File: src/rtl/useq_pkg.sv
package useq_pkg;
  localparam int ST_W = 4;
  localparam int OP_W = 6;

  typedef logic [ST_W-1:0] ustate_t;
  typedef logic [OP_W-1:0] op_t;

  typedef enum logic [1:0] {
    SEL_RESTART = 2'd0,
    SEL_TBL1    = 2'd1,
    SEL_TBL2    = 2'd2,
    SEL_STEP    = 2'd3
  } sel_e;

  // Selector stored for each microstate.
  function automatic sel_e field_of(ustate_t s);
    case (s)
      4'd0, 4'd3, 4'd6: field_of = SEL_STEP;
      4'd1:             field_of = SEL_TBL1;
      4'd2:             field_of = SEL_TBL2;
      default:          field_of = SEL_RESTART;
    endcase
  endfunction

  // First dispatch: instruction class entry point.
  function automatic ustate_t tbl1_of(op_t op);
    case (op)
      6'b000000: tbl1_of = 4'd6;
      6'b000010: tbl1_of = 4'd9;
      6'b000100: tbl1_of = 4'd8;
      6'b100011: tbl1_of = 4'd2;
      6'b101011: tbl1_of = 4'd2;
      default:   tbl1_of = 4'd0;
    endcase
  endfunction

  // Second dispatch: memory read or memory write path.
  function automatic ustate_t tbl2_of(op_t op);
    case (op)
      6'b100011: tbl2_of = 4'd3;
      6'b101011: tbl2_of = 4'd5;
      default:   tbl2_of = 4'd0;
    endcase
  endfunction

  function automatic ustate_t step_of(ustate_t s);
    step_of = s + ustate_t'(1);
  endfunction
endpackage

File: src/rtl/useq_ctl_field.sv
module useq_ctl_field
  import useq_pkg::*;
(
  input  ustate_t cur,
  output sel_e    sel
);
  always_comb sel = field_of(cur);
endmodule

File: src/rtl/useq_dispatch.sv
module useq_dispatch
  import useq_pkg::*;
#(
  parameter int TABLE_SEL = 1
) (
  input  op_t     op,
  output ustate_t target
);
  generate
    if (TABLE_SEL == 1) begin : g_first
      always_comb target = tbl1_of(op);
    end else begin : g_second
      always_comb target = tbl2_of(op);
    end
  endgenerate
endmodule

File: src/rtl/useq_next_mux.sv
module useq_next_mux
  import useq_pkg::*;
(
  input  sel_e    sel,
  input  ustate_t cur,
  input  ustate_t tgt1,
  input  ustate_t tgt2,
  output ustate_t nxt
);
  always_comb begin
    case (sel)
      SEL_TBL1: nxt = tgt1;
      SEL_TBL2: nxt = tgt2;
      SEL_STEP: nxt = step_of(cur);
      default:  nxt = '0;
    endcase
  end
endmodule

File: src/rtl/useq_sequencer.sv
module useq_sequencer
  import useq_pkg::*;
(
  input  logic                       clk,
  input  logic                       rst,
  input  logic [useq_pkg::OP_W-1:0]  opcode,
  output logic [useq_pkg::ST_W-1:0]  state_num,
  output logic [1:0]                 sel_dbg
);
  localparam int NUM_TBL = 2;

  ustate_t state_q;
  ustate_t state_d;
  sel_e    sel_w;
  ustate_t tgt_w [1:NUM_TBL];

  useq_ctl_field u_field (
    .cur (state_q),
    .sel (sel_w)
  );

  for (genvar g = 1; g <= NUM_TBL; g++) begin : g_tbl
    useq_dispatch #(.TABLE_SEL(g)) u_disp (
      .op     (opcode),
      .target (tgt_w[g])
    );
  end

  useq_next_mux u_mux (
    .sel  (sel_w),
    .cur  (state_q),
    .tgt1 (tgt_w[1]),
    .tgt2 (tgt_w[2]),
    .nxt  (state_d)
  );

  always_ff @(posedge clk) begin
    if (rst) state_q <= '0;
    else     state_q <= state_d;
  end

  assign state_num = state_q;
  assign sel_dbg   = sel_w;

  a_r3_step_adds_one: assert property (@(posedge clk) disable iff (rst)
    sel_w == SEL_STEP |=> state_q == $past(state_q) + ustate_t'(1));

  a_r4_restart_zero: assert property (@(posedge clk) disable iff (rst)
    sel_w == SEL_RESTART |=> state_q == '0);

  a_r5_first_targets: assert property (@(posedge clk) disable iff (rst)
    sel_w == SEL_TBL1 |=> state_q inside {4'd0, 4'd2, 4'd6, 4'd8, 4'd9});

  a_r6_second_targets: assert property (@(posedge clk) disable iff (rst)
    sel_w == SEL_TBL2 |=> state_q inside {4'd0, 4'd3, 4'd5});

  a_r2_reachable: assert property (@(posedge clk) disable iff (rst)
    state_q <= 4'd9);
endmodule

File: config.mk
export PLATFORM = sky130hd
export DESIGN_NAME = useq_sequencer
export DESIGN_NICKNAME = d
export VERILOG_FILES = /design/src/rtl/useq_pkg.sv /design/src/rtl/useq_ctl_field.sv /design/src/rtl/useq_dispatch.sv /design/src/rtl/useq_next_mux.sv /design/src/rtl/useq_sequencer.sv
export SDC_FILE = /design/constraint.sdc
export NUM_CORES = 1
export LEC_CHECK = 0
export ABC_AREA = 1
export BUFFER_PORTS_ARGS = -buffer_cell sky130_fd_sc_hd__buf_2
export CORE_AREA = 5 5 42 44
export CTS_CLUSTER_DIAMETER = 60
export DETAILED_ROUTE_END_ITERATION = 6
export DIE_AREA = 0 0 47 49
export PLACE_DENSITY = 0.59
export REMOVE_ABC_BUFFERS = 1
export SLEW_MARGIN = 20
export SYNTH_ARGS = -nofsm -noshare
export SYNTH_HDL_FRONTEND = slang
export SYNTH_SLANG_ARGS = --single-unit
File: constraint.sdc
create_clock -name clk -period 4.03 [get_ports clk]
set_clock_uncertainty 0.05 [all_clocks]
set_input_delay 0.6045 -clock clk [delete_from_list [all_inputs] [get_ports clk]]
set_output_delay 0.6045 -clock clk [all_outputs]
set_load 0.01 [all_outputs]
==> tab_implementation.tex <==
\begin{tabular}{lr}
\hline
Metric & Value \\
\hline
\multicolumn{2}{l}{\textbf{GRT}} \\
\quad Global-route wire length before repair & 1.51 mm \\
\quad Number of global-route vias before repair & 391 \\
\quad Global routing usage summed across all routing layers & 8.87\% \\
\quad Number of antenna violations at the first check in global routing & 0 \\
\quad Maximum number of pins on one net before global-route repair & 7 \\
\quad Final global-route overflow total & 0 \\
\multicolumn{2}{l}{\textbf{Power}} \\
\quad Leak Pwr & 0.307 nW \\
\quad Total power after layout & 0.288 mW \\
\quad Maximum VDD drop & 0.000119 V \\
\quad Areal power density over the cells & 523 nW/um\^{}2 \\
\multicolumn{2}{l}{\textbf{Placement}} \\
\quad DPL Wire Length & 811 um \\
\quad Placed cells & 98 \\
\quad \# port buffers & 13 \\
\quad Final Wtd Congestion & 0.794 \\
\quad Dpl ws & 2.21 ns \\
\multicolumn{2}{l}{\textbf{Yosys}} \\
\quad Yosys synthesis warning count & 0 \\
\quad Combined area of all synthesized cells & 444 sq um \\
\quad Post-synthesis sequential area ratio & 18.0\% \\
\quad Synthesized netlist cell count & 69 \\
\quad Average cell area after synthesis & 6.44 sq um \\
\quad Number of distinct library cells after synthesis & 15 \\
\quad Flop and latch count out of synthesis & 4 \\
\multicolumn{2}{l}{\textbf{Die}} \\
\quad Site row count & 14 \\
\quad Die height & 49 um \\
\quad Count of pins on the block boundary & 14 \\
\quad Effective utilization at floorplan & 31.7\% \\
\quad Die span in x & 47 um \\
\quad Core box area & 1400 sq um \\
\quad DIE AREA & 2300 sq um \\
\multicolumn{2}{l}{\textbf{Worst setup path}} \\
\quad Kind of critical path & reg2out \\
\quad Critical path's top delay family & flip-flops \\
\quad Crit path largest cell delay & 0.38 ns \\
\quad CP max FO & 5 \\
\quad Library cell contributing the largest single delay on the critical path & sky130\_fd\_sc\_hd\_\_dfxtp\_1 \\
\quad Endpoint type of the worst setup path & output pin \\
\quad Chain of cells forming the critical path & inv\_1, ha\_1, nand3\_1, nand3\_2, buf\_2 \\
\quad Critical path buffer and inverter count & 2 \\
\quad WP data arrival & 1.40 ns \\
\quad Critical path required time & 3.38 ns \\
\quad Kind of start point of the critical path & flop \\
\multicolumn{2}{l}{\textbf{Detailed routing}} \\
\quad Wire length reported by the detailed router & 902 um \\
\quad Residual DRC count & 0 \\
\quad Vias per cell & 4.19 \\
\quad Number of iterations in the first detailed-routing pass & 4 \\
\quad Average detailed-routed wire length per instance & 8.93 um \\
\quad Count of nets left with antenna violations after detail routing & 0 \\
\quad DRC violation total after the first TritonRoute iteration & 11 \\
\quad Number of vias in the routed layout & 423 \\
\multicolumn{2}{l}{\textbf{CTS}} \\
\quad Clock network latency to the later pin of the worst-skew pair & 0.23 ns \\
\quad H-tree Lvls & 1 \\
\quad Clock root buffer & sky130\_fd\_sc\_hd\_\_clkbuf\_4 \\
\quad Number of CTS-inserted buffers & 3 \\
\quad Clock tree sinks & 4 \\
\quad Deepest clock path buffer count & 2 \\
\quad Clock transition at path regs & 0.03 ns \\
\quad Hold buffers post-CTS & 0 \\
\quad Number of post-CTS setup repair buffers & 0 \\
\quad Total of cells resized after clock tree synthesis & 0 \\
\quad CTS tree & built \\
\multicolumn{2}{l}{\textbf{Timing}} \\
\quad Highest Clock Rate & 0.487 GHz \\
\quad Setup repair after global routing missed its margin & false \\
\quad Setup-violating endpoint count in the final report & 0 \\
\quad Max Transition Viols Final & 0 \\
\quad Tightest Pin Transition & 0.253 ns \\
\quad Post-layout worst setup margin & 1.98 ns \\
\quad Relative slew margins & 83.1\% \\
\quad Total count of hold-check failures in the final report & 0 \\
\quad Setup total negative slack & 0 ns \\
\quad Final worst path period need & 2.05 ns \\
\quad Final period utilization & 51.0\% \\
\multicolumn{2}{l}{\textbf{Final layout}} \\
\quad Fraction of layout instances using a drive strength above 1 & 32.9\% \\
\quad Area growth syn-to-layout & 24.2\% \\
\quad \# diodes & 0 \\
\quad Flip-flop count of the largest register, all copies and words added & 4 \\
\quad Fin cells & 101 \\
\quad Most used cells in the layout excluding fill and tap cells & 13 x sky130\_fd\_sc\_hd\_\_nand2\_1, 13 x sky130\_fd\_sc\_hd\_\_buf\_2, 11 x sky130\_fd\_sc\_hd\_\_inv\_1, 11 x sky130\_fd\_sc\_hd\_\_nand3\_1, 10 x sky130\_fd\_sc\_hd\_\_nor2\_1 \\
\quad Number of nets in the final layout & 99 \\
\quad Final core utilization & 39.4\% \\
\multicolumn{2}{l}{\textbf{Hold path}} \\
\quad Class of the tightest hold or removal check & in2reg \\
\multicolumn{2}{l}{\textbf{Flow run}} \\
\quad Count of max-cap constraint violations & 0 \\
\multicolumn{2}{l}{\textbf{Status}} \\
\quad Run status & finished, final reports clean \\
\hline
\end{tabular}
==> metal layers <==
layer	wire length, um	track usage [%]	vias up
met2	454	14.5	11
met3	62	1.11	0
li1	-	-	241
met4	0	5.53	0
met1	384	10.3	171
met5	0	0	-
==> path summary, 6_finish.rpt <==
kind | slack [ns] | cells past startpoint | to | startpoint
worst max-delay path | 1.98 | 5 | sel_dbg[0] | state_num[0]$_SDFF_PP0_
worst min-delay path | 0.51 | 2 | state_num[3]$_SDFF_PP0_ | rst
worst max register to register | 2.57 | 8 | state_num[2]$_SDFF_PP0_ | state_num[0]$_SDFF_PP0_
worst min register to register | 0.64 | 4 | state_num[3]$_SDFF_PP0_ | state_num[1]$_SDFF_PP0_
==> layout make-up <==
type | instances | area, sq um
clock buffers | 3 | 22.5
well taps | 16 | 20.0
multi-input cells | 52 | 315
repair buffers | 13 | 65.1
flip-flops and latches | 4 | 80.1
inverters | 13 | 48.8
fillers | 163 | 850
==> cells in the mapped netlist, drive strengths merged <==
master / number / area share, %
nand2: 18 / 23
nor2: 14 / 16
inv: 13 / 11
nand3: 12 / 15
dfxtp: 4 / 18
ha: 4 / 11
xor2: 2 / 3.9
a21oi: 1 / 1.1
o21ai: 1 / 1.1
==> stage by stage <==
step / hold slack, ns / cell area, sq um
2_1_floorplan: 0.606 / 444
3_3_place_gp: 0.641 / 529
3_5_place_dp: 0.636 / 529
4_1_cts: 0.508 / 552
5_1_grt: 0.497 / 552
6_report: 0.511 / 552
==> kinds of logic (layout without fill, tap and decap cells) <==
family | Yosys count | count (layout) | synth area share [%]
xor+xnor | 2 | 2 | 3.94
flops | 4 | 4 | 18.0
simple gates | 44 | 44 | 53.5
fa+ha+maj | 4 | 4 | 11.3
compound gates | 2 | 2 | 2.25
buf+inv | 13 | 29 | 11.0
==> power by group <==
group / switching, mW / internal (mW)
Clock: 0.0136 / 0.0331
Sequential: 0.0103 / 0.0485
Combinational: 0.114 / 0.0684
Power figures use the tool's default switching activity.
